$ cat src/rtl/phy_pwr_pkg.sv
package phy_pwr_pkg;
  typedef enum logic [1:0] {
    PM_RUN       = 2'd0,
    PM_IEEE_PD   = 2'd1,
    PM_SLEEP_ACT = 2'd2,
    PM_SLEEP_PAS = 2'd3
  } pm_mode_t;
endpackage

$ cat src/rtl/phy_pwr_regs.sv
module phy_pwr_regs
  import phy_pwr_pkg::*;
(
  input  logic       clk,
  input  logic       rst_n,
  input  logic       we,
  input  logic       wr_ps_en,
  input  logic [1:0] wr_mode,
  input  logic       wr_clk_off,
  input  logic       wake_req,
  output logic       ps_en,
  output pm_mode_t   mode,
  output logic       clk_off,
  output logic       wake
);
  logic     ps_en_n, clk_off_n, wake_n;
  pm_mode_t mode_n;

  always_comb begin
    ps_en_n   = ps_en;
    mode_n    = mode;
    clk_off_n = clk_off;
    wake_n    = wake;
    if (we) begin
      ps_en_n   = wr_ps_en;
      mode_n    = pm_mode_t'(wr_mode);
      clk_off_n = wr_clk_off;
      wake_n    = 1'b0;
    end else if (wake_req) begin
      mode_n = PM_RUN;
      wake_n = 1'b1;
    end
  end

  always_ff @(posedge clk or negedge rst_n) begin
    if (!rst_n) begin
      ps_en   <= 1'b0;
      mode    <= PM_RUN;
      clk_off <= 1'b0;
      wake    <= 1'b0;
    end else begin
      ps_en   <= ps_en_n;
      mode    <= mode_n;
      clk_off <= clk_off_n;
      wake    <= wake_n;
    end
  end
endmodule

$ cat src/rtl/phy_pwr_domains.sv
module phy_pwr_domains
  import phy_pwr_pkg::*;
(
  input  logic     clk,
  input  logic     rst_n,
  input  logic     ps_en,
  input  pm_mode_t mode,
  input  logic     clk_off,
  output logic     pwr_mgmt,
  output logic     pwr_edet,
  output logic     pwr_dp,
  output logic     clk_run,
  output logic     sleeping,
  output logic     nlp_active
);
  pm_mode_t eff;
  logic     was_pd, was_pd_n;

  always_comb begin
    eff        = ps_en ? mode : PM_RUN;
    was_pd_n   = (eff == PM_IEEE_PD);
    pwr_mgmt   = 1'b1;
    pwr_edet   = 1'b1;
    pwr_dp     = 1'b0;
    clk_run    = 1'b1;
    sleeping   = 1'b0;
    nlp_active = 1'b0;
    unique case (eff)
      PM_RUN: begin
        pwr_dp = !was_pd;
      end
      PM_IEEE_PD: begin
        pwr_edet = 1'b0;
        clk_run  = !clk_off;
      end
      PM_SLEEP_ACT: begin
        sleeping   = 1'b1;
        nlp_active = 1'b1;
      end
      PM_SLEEP_PAS: begin
        sleeping = 1'b1;
      end
      default: ;
    endcase
  end

  always_ff @(posedge clk or negedge rst_n) begin
    if (!rst_n) was_pd <= 1'b0;
    else        was_pd <= was_pd_n;
  end
endmodule

$ cat src/rtl/phy_pwr_nlp_timer.sv
module phy_pwr_nlp_timer #(
  parameter int PRE_DIV   = 25000,
  parameter int NLP_TICKS = 1400
) (
  input  logic clk,
  input  logic rst_n,
  input  logic run,
  output logic pulse
);
  localparam int PW = $clog2(PRE_DIV + 1);
  localparam int TW = $clog2(NLP_TICKS + 1);
  localparam logic [PW-1:0] PRE_LAST  = PW'(PRE_DIV - 1);
  localparam logic [TW-1:0] TICK_LAST = TW'(NLP_TICKS - 1);

  logic [PW-1:0] pre_q, pre_n;
  logic [TW-1:0] tick_q, tick_n;
  logic          pre_wrap;

  always_comb begin
    pre_wrap = (pre_q == PRE_LAST);
    pulse    = run && pre_wrap && (tick_q == TICK_LAST);
    pre_n    = pre_q;
    tick_n   = tick_q;
    if (!run) begin
      pre_n  = '0;
      tick_n = '0;
    end else if (pre_wrap) begin
      pre_n  = '0;
      tick_n = (tick_q == TICK_LAST) ? '0 : tick_q + 1'b1;
    end else begin
      pre_n = pre_q + 1'b1;
    end
  end

  always_ff @(posedge clk or negedge rst_n) begin
    if (!rst_n) begin
      pre_q  <= '0;
      tick_q <= '0;
    end else begin
      pre_q  <= pre_n;
      tick_q <= tick_n;
    end
  end
endmodule

$ cat src/rtl/phy_pwr_ctrl.sv
module phy_pwr_ctrl
  import phy_pwr_pkg::*;
#(
  parameter int PRE_DIV   = 25000,
  parameter int NLP_TICKS = 1400,
  parameter int SYNC_FF   = 2
) (
  input  logic       clk,
  input  logic       rst_n,
  input  logic       mgmt_we,
  input  logic       mgmt_ps_en,
  input  logic [1:0] mgmt_mode,
  input  logic       mgmt_clk_off,
  input  logic       link_energy,
  output logic       st_ps_en,
  output logic [1:0] st_mode,
  output logic       st_clk_off,
  output logic       st_wake,
  output logic       pwr_mgmt,
  output logic       pwr_edet,
  output logic       pwr_dp,
  output logic       clk_run,
  output logic       nlp_req
);
  logic [SYNC_FF-1:0] rst_sync;
  logic               rst_int_n;
  pm_mode_t           mode_q;
  logic               sleeping, nlp_active, wake_req;

  always_ff @(posedge clk or negedge rst_n) begin
    if (!rst_n) rst_sync <= '0;
    else        rst_sync <= {rst_sync[SYNC_FF-2:0], 1'b1};
  end
  assign rst_int_n = rst_sync[SYNC_FF-1];

  assign wake_req = sleeping && link_energy;

  phy_pwr_regs u_regs (
    .clk(clk), .rst_n(rst_int_n), .we(mgmt_we), .wr_ps_en(mgmt_ps_en),
    .wr_mode(mgmt_mode), .wr_clk_off(mgmt_clk_off), .wake_req(wake_req),
    .ps_en(st_ps_en), .mode(mode_q), .clk_off(st_clk_off), .wake(st_wake)
  );
  assign st_mode = mode_q;

  phy_pwr_domains u_dom (
    .clk(clk), .rst_n(rst_int_n), .ps_en(st_ps_en), .mode(mode_q),
    .clk_off(st_clk_off), .pwr_mgmt(pwr_mgmt), .pwr_edet(pwr_edet),
    .pwr_dp(pwr_dp), .clk_run(clk_run), .sleeping(sleeping),
    .nlp_active(nlp_active)
  );

  phy_pwr_nlp_timer #(.PRE_DIV(PRE_DIV), .NLP_TICKS(NLP_TICKS)) u_nlp (
    .clk(clk), .rst_n(rst_int_n), .run(nlp_active), .pulse(nlp_req)
  );
endmodule

$ cat config.mk
export PLATFORM = sky130hd
export DESIGN_NAME = phy_pwr_ctrl
export DESIGN_NICKNAME = d
export VERILOG_FILES = /design/src/rtl/phy_pwr_pkg.sv /design/src/rtl/phy_pwr_regs.sv /design/src/rtl/phy_pwr_domains.sv /design/src/rtl/phy_pwr_nlp_timer.sv /design/src/rtl/phy_pwr_ctrl.sv
export SDC_FILE = /design/constraint.sdc
export NUM_CORES = 1
export LEC_CHECK = 0
export ABC_AREA = 1
export BUFFER_PORTS_ARGS = -buffer_cell sky130_fd_sc_hd__buf_2
export CORE_MARGIN = 5
export CORE_UTILIZATION = 33
export CTS_CLUSTER_DIAMETER = 200
export CTS_CLUSTER_SIZE = 25
export DETAILED_ROUTE_END_ITERATION = 6
export SKIP_CTS_REPAIR_TIMING = 1
export SLEW_MARGIN = 20
export SYNTH_ARGS = -nofsm -noshare
export SYNTH_HDL_FRONTEND = slang
export SYNTH_SLANG_ARGS = --single-unit
$ cat constraint.sdc
create_clock -name clk -period 1.5 [get_ports clk]
set_input_delay 0.15 -clock clk [delete_from_list [all_inputs] [get_ports clk]]
set_output_delay 0.15 -clock clk [all_outputs]
set_load 0.01 [all_outputs]
**After elaboration in Yosys (flattened, before gate mapping)**

Cells that the tools add are included.

- Register bits: 34
- Output and inout port bits: 10
- Bits of input ports: 8
- Logic and storage cells: 39

- Mux-type cells: 15
- Reduce and logical (&&, ||, !) cells: 8
- Equality and inequality tests: 6
- $add $sub $neg: 2

Operators by type and width:

| cell | count |
|---|---|
| $mux W11 | 3 |
| $mux W15 | 2 |
| $add A15 B1 Y15 const B | 1 |
| $eq A15 B15 Y1 const B | 1 |
| $add A11 B1 Y11 const B | 1 |
| $eq A11 B11 Y1 const B | 1 |
| $mux W1 | 7 |
| $mux W2 | 3 |
| $eq A2 B2 Y1 const B | 2 |
| $logic_and A1 B1 Y1 | 3 |
| $eq A2 B1 Y1 const B | 1 |
| $logic_not A1 Y1 | 2 |
| $logic_not A2 Y1 | 1 |
| $ne A2 B2 Y1 const B | 1 |
| $reduce_bool A2 Y1 | 1 |
| $reduce_or A2 Y1 | 1 |

**Longest topological paths before layout**

- Depth in word-level cells: 7
- Depth in mapped cells: 10

**Modules after synthesis**

A second synthesis with hierarchy kept.

- Cells, all modules: 283
- Area, all modules: 1980.6 um^2

By module, submodules not included:

| module | sequential area each (um^2) | times used | cells each | area an instance (um^2) |
|---|---|---|---|---|
| phy_pwr_nlp_timer | 650.6 | 1 | 245 | 1644.1 |
| phy_pwr_regs | 125.1 | 1 | 20 | 186.4 |
| phy_pwr_domains | 25.0 | 1 | 13 | 88.8 |
| phy_pwr_ctrl | 50.0 | 1 | 5 | 61.3 |

**Least setup slack after synthesis**

OpenSTA, ideal clock, no wires.

- Kind: register to register
- From: register u_nlp.pre_q[0]
- To: register u_nlp.tick_q[5]
- Cell stages (with the launch flop): 10
- Clock period less this slack: 1.358 ns
- Library setup time: 0.116 ns
- Slack: 0.142 ns
- Data arrival time: 1.242 ns
- Required time: 1.384 ns
- Cell sequence: dfrtp_1 -> ha_1 -> nand2_2 -> nor2_4 -> nand2_2 -> nand2_4 -> inv_4 -> buf_6 -> nand2_1 -> nand2_1

- Longest elaborated chain between the ends: 2

RTL lines:

| what | RTL line | RTL |
|---|---|---|
| start, declared | phy_pwr_nlp_timer.sv:15 | `logic [PW-1:0] pre_q, pre_n;` |
| start signal, assigned | phy_pwr_nlp_timer.sv:40 | `pre_q <= pre_n;` |
| $eq A15 B15 Y1 | phy_pwr_nlp_timer.sv:20 | `pre_wrap = (pre_q == PRE_LAST);` |
| $ne A2 B2 Y1 (no source line) | -- |  |
| end signal, assigned | phy_pwr_nlp_timer.sv:41 | `tick_q <= tick_n;` |
| end, declared | phy_pwr_nlp_timer.sv:16 | `logic [TW-1:0] tick_q, tick_n;` |

No other way between the ends.
A chain may end at the register's enable or synchronous reset.

**Final worst setup path**

- From: register u_nlp.pre_q[3]
- To: output nlp_req

- Longest elaborated chain between the ends: 3

RTL lines:

| what | RTL line | RTL |
|---|---|---|
| $eq A15 B15 Y1 | phy_pwr_nlp_timer.sv:20 |  |
| $logic_and A1 B1 Y1 (2 in series) | phy_pwr_nlp_timer.sv:21 | `pulse = run && pre_wrap && (tick_q == TICK_LAST);` |
| end, declared | phy_pwr_ctrl.sv:23 | `output logic nlp_req` |

No other way between the ends.

==> impl_summary.md <==
Status
The flow ran to the end, but the final reports show violations. The final reports fail on negative setup slack.

Floorplanning
The die boundary height is about 85 um. The floorplan has 27 rows. The chip width is 84.9 um. 18 I/O pins were placed. The initial standard-cell utilization of the core is 0.338. The standard cell core area is 0.00547 mm^2. The die covers around 0.0072 mm^2.

Synth
Counting distinct cell types in the post-synthesis netlist gives 25. Synthesis inferred 34 register bits. The synthesized area is 0.00185 mm^2. The mean cell area of the mapped netlist is 7.43 um^2.

The sequential share of the synthesized area is 0.460. Synthesis produced a netlist whose cell count is 249. The Yosys warning count is 0.

Final layout
The final instance area is about 0.0022 mm^2. The fraction of final layout cells with drive strength greater than 1 is 0.199. From synthesis to final layout, the design area changed by 20.0%. For this run, the post-layout net count is 290. The antenna diode instance count is 0.

Place
The congestion estimate from routability-driven global placement came to 0.823. Summing all placed instances gives a cell area of 0.00205 mm^2. The detailed placement HPWL is 2760 um. The number of port buffers is 16.

STA
Setup repair after global routing could not meet its margin everywhere. The final number of max-transition violations was 0. Across all setup checks in the final design, the least slack found is -0.0749 ns. The largest clock skew in the final design is 0.00496 ns. After layout, the minimum clock period comes to 1.57 ns. The count of endpoints failing hold in the final timing report is 0.

The fmax is 635 MHz. The number of failing setup endpoints in the final timing report is 1. The final-layout worst hold slack is 0.0630 ns.

Dividing the final minimum period by the clock period gives 1.05.

Critical path
The data required time at the worst endpoint is 1.35 ns. The path depth of the worst reg2reg path is 9. The critical path starts at u_nlp.pre_q[3]$_DFF_PN0_. The reg-to-reg startpoint is u_nlp.tick_q[0]$_DFFE_PN0P_. The kind of cell with the highest combined delay along the critical path is simple AND/OR/NAND/NOR gates.

The start-to-end type of the worst setup path is reg2out. The endpoint of the worst-slack reg-to-reg timing path is u_nlp.tick_q[0]$_DFFE_PN0P_. Together, buffers and inverters on the worst path number 1. Along the worst path, the maximum fanout reaches 4.

The signal on the critical path passes through nor2_1, nand2_1, nor2_4, nand3_4, nor3_2, buf_2. The delay of the slowest critical-path stage is 0.41 ns. The critical path launch point type is a register. The critical path's slowest cell is sky130_fd_sc_hd__dfrtp_1. The setup check on the worst reg-to-reg path leaves a slack of 0.05 ns. The critical path data arrival time is 1.42 ns.

The worst setup path is captured at an output port.

Global routing
The global routing usage summed across all routing layers is 0.118. The first global-routing pass estimated between 6000 and 7000 um of wire. Global routing finished with a remaining overflow of 0.

The initial antenna violation count came to 0. Entering global routing, the biggest net connects 25 pins. The via count of the first global-routing pass was 1563.

Flow run
The number of maximum-capacitance constraint violations is 0.

Routing
After detailed routing, the average wire length per cell comes to 10.6 um. The post-route antenna net violation count is 0. The detailed-router iteration count before antenna repair is 4. In this run, the number of DRC markers left after iteration 0 of detailed routing was 70. The final routed wirelength across all metal layers is about 3700 um.

After detailed routing, the number of remaining DRC violations is 0. In the routed layout, each cell is associated on average with a via count of approximately 4.5. The final route contains 1586 vias.

Min path
The worst hold path endpoint is u_regs.clk_off$_DFFE_PN0P_. Counting instances, the worst hold path has a depth of 3. The min-delay analysis places its worst path in the category in2reg. The startpoint identified for the worst hold timing path is mgmt_clk_off.

Clock tree
The root cell of the clock tree is sky130_fd_sc_hd__clkbuf_8. The deepest clock path buffer count is 2. Counting the buffers created by CTS gives 5. The CTS clock-pin slew for the worst setup and hold paths is 0.07 ns. The clock tree from TritonCTS is built. CTS saw 34 sinks. The number of H-tree levels is 2. The clock reaches the later pin of the worst-skew pair after 0.29 ns.

Power and ir drop
The analysis attributes to cell leakage a power of 1.02 nW. IR analysis of the VDD net gives a maximum drop of ~430 uV. In this run the power density over the cells is 837 mW/mm^2.
stage by stage:
step / TNS [ns] / std cells / util / total power [mW] / setup slack, ns
global placement: 0 / 340 / 0.374 / 1.08 / 0.149
finish: -0.0749 / 353 / 0.405 / 1.86 / -0.0749
floorplan: 0 / 250 / - / 1.03 / 0.142
detailed placement: 0 / 340 / 0.374 / 1.08 / 0.113
global route: -1.14 / 353 / 0.405 / 1.96 / -0.170
CTS: -0.176 / 348 / 0.394 / 1.89 / -0.176
layer usage:
| layer | global-route usage | share of wire | vias to the layer above |
|---|---|---|---|
| li1 | - | - | 832 |
| met1 | 0.144 | 0.48 | 719 |
| met2 | 0.191 | 0.44 | 29 |
| met3 | 0.0320 | 0.052 | 6 |
| met4 | 0.0604 | 0.024 | 0 |
| met5 | 0 | 0 | - |
flip-flops by register name, indices dropped and copies added (netlist names):
name and flops:
u_regs.clk_off 1, u_nlp.pre_q 15, rst_sync 2, u_nlp.tick_q 11
u_regs.ps_en 1, u_dom.was_pd 1, u_regs.wake 1, u_regs.mode 2
worst max path at each step:
stage | end | cells past startpoint
2_1_floorplan | u_nlp.tick_q[5]$_DFFE_PN0P_ | 9
3_3_place_gp | u_nlp.tick_q[3]$_DFFE_PN0P_ | 7
3_5_place_dp | u_nlp.tick_q[6]$_DFFE_PN0P_ | 7
4_1_cts | nlp_req | 6
5_1_grt | nlp_req | 6
6_report | nlp_req | 6
synthesized netlist by cell type, drive strengths merged:
| cell type | n | share of area |
|---|---|---|
| xor2 | 5 | 0.024 |
| nor3b | 2 | 0.0081 |
| nand3 | 15 | 0.043 |
| o21bai | 1 | 0.0041 |
| inv | 30 | 0.062 |
| nor2 | 43 | 0.10 |
| ha | 2 | 0.014 |
| xnor2 | 3 | 0.014 |
| nand2 | 91 | 0.20 |
| buf | 2 | 0.010 |
| conb | 1 | 0.0020 |
| a21oi | 4 | 0.011 |
| nor3 | 8 | 0.022 |
| o21ai | 2 | 0.0054 |
| dfrtp | 34 | 0.46 |
| nand4 | 6 | 0.020 |
final cells by class:
type	instances	area (um^2)
clock buffers	8	110
fillers	597	3250
inverters	30	115
multi-input cells	184	888
flip-flops and latches	34	852
well taps	72	90.1
repair buffers	25	163
cell usage in the layout, fill, tap and decap left out:
cell	n
sky130_fd_sc_hd__nand2_1	84
sky130_fd_sc_hd__nor2_1	36
sky130_fd_sc_hd__dfrtp_1	33
sky130_fd_sc_hd__inv_1	25
sky130_fd_sc_hd__buf_2	16
sky130_fd_sc_hd__nand3_1	14
sky130_fd_sc_hd__clkbuf_8	8
sky130_fd_sc_hd__nor3_1	7
sky130_fd_sc_hd__buf_4	7
sky130_fd_sc_hd__nand2_2	6
sky130_fd_sc_hd__nand4_1	6
sky130_fd_sc_hd__xor2_1	5
sky130_fd_sc_hd__inv_2	4
sky130_fd_sc_hd__nor2_2	4
sky130_fd_sc_hd__a21oi_1	4
sky130_fd_sc_hd__nor2_4	3
sky130_fd_sc_hd__xnor2_1	3
sky130_fd_sc_hd__nor3b_1	2
sky130_fd_sc_hd__ha_2	2
sky130_fd_sc_hd__conb_1	2
sky130_fd_sc_hd__nand2_4	1
sky130_fd_sc_hd__inv_4	1
sky130_fd_sc_hd__o21ai_1	1
sky130_fd_sc_hd__nand3_4	1
sky130_fd_sc_hd__nor3_2	1
sky130_fd_sc_hd__o21bai_1	1
sky130_fd_sc_hd__o21ai_0	1
sky130_fd_sc_hd__dlygate4sd3_1	1
sky130_fd_sc_hd__buf_12	1
sky130_fd_sc_hd__dfrtp_2	1
cell families after synthesis:
group,count (synthesis),synth area share
and+or+nand+nor,165,0.394
xor gates and xnor gates,8,0.0379
other,1,0.00203
AOI/OAI and AO/OA,7,0.0203
buffers and inverters,32,0.0724
adders and majority gates,2,0.0135
DFF,34,0.460
report_power, final:
| group | internal, mW | leakage, nW | switching, mW |
|---|---|---|---|
| Combinational | 0.0423 | 0.503 | 0.0687 |
| Sequential | 0.934 | 0.461 | 0.0195 |
| Clock | 0.463 | 0.0575 | 0.329 |
| Total | 1.44 | 1.02 | 0.418 |
worst min-delay path: cells and delay by family:
family                 cells  cell delay [ns]
buffers and inverters      1             0.07
AND/OR/NAND/NOR            2             0.09
No activity file was read; power rests on OpenSTA's default activity.
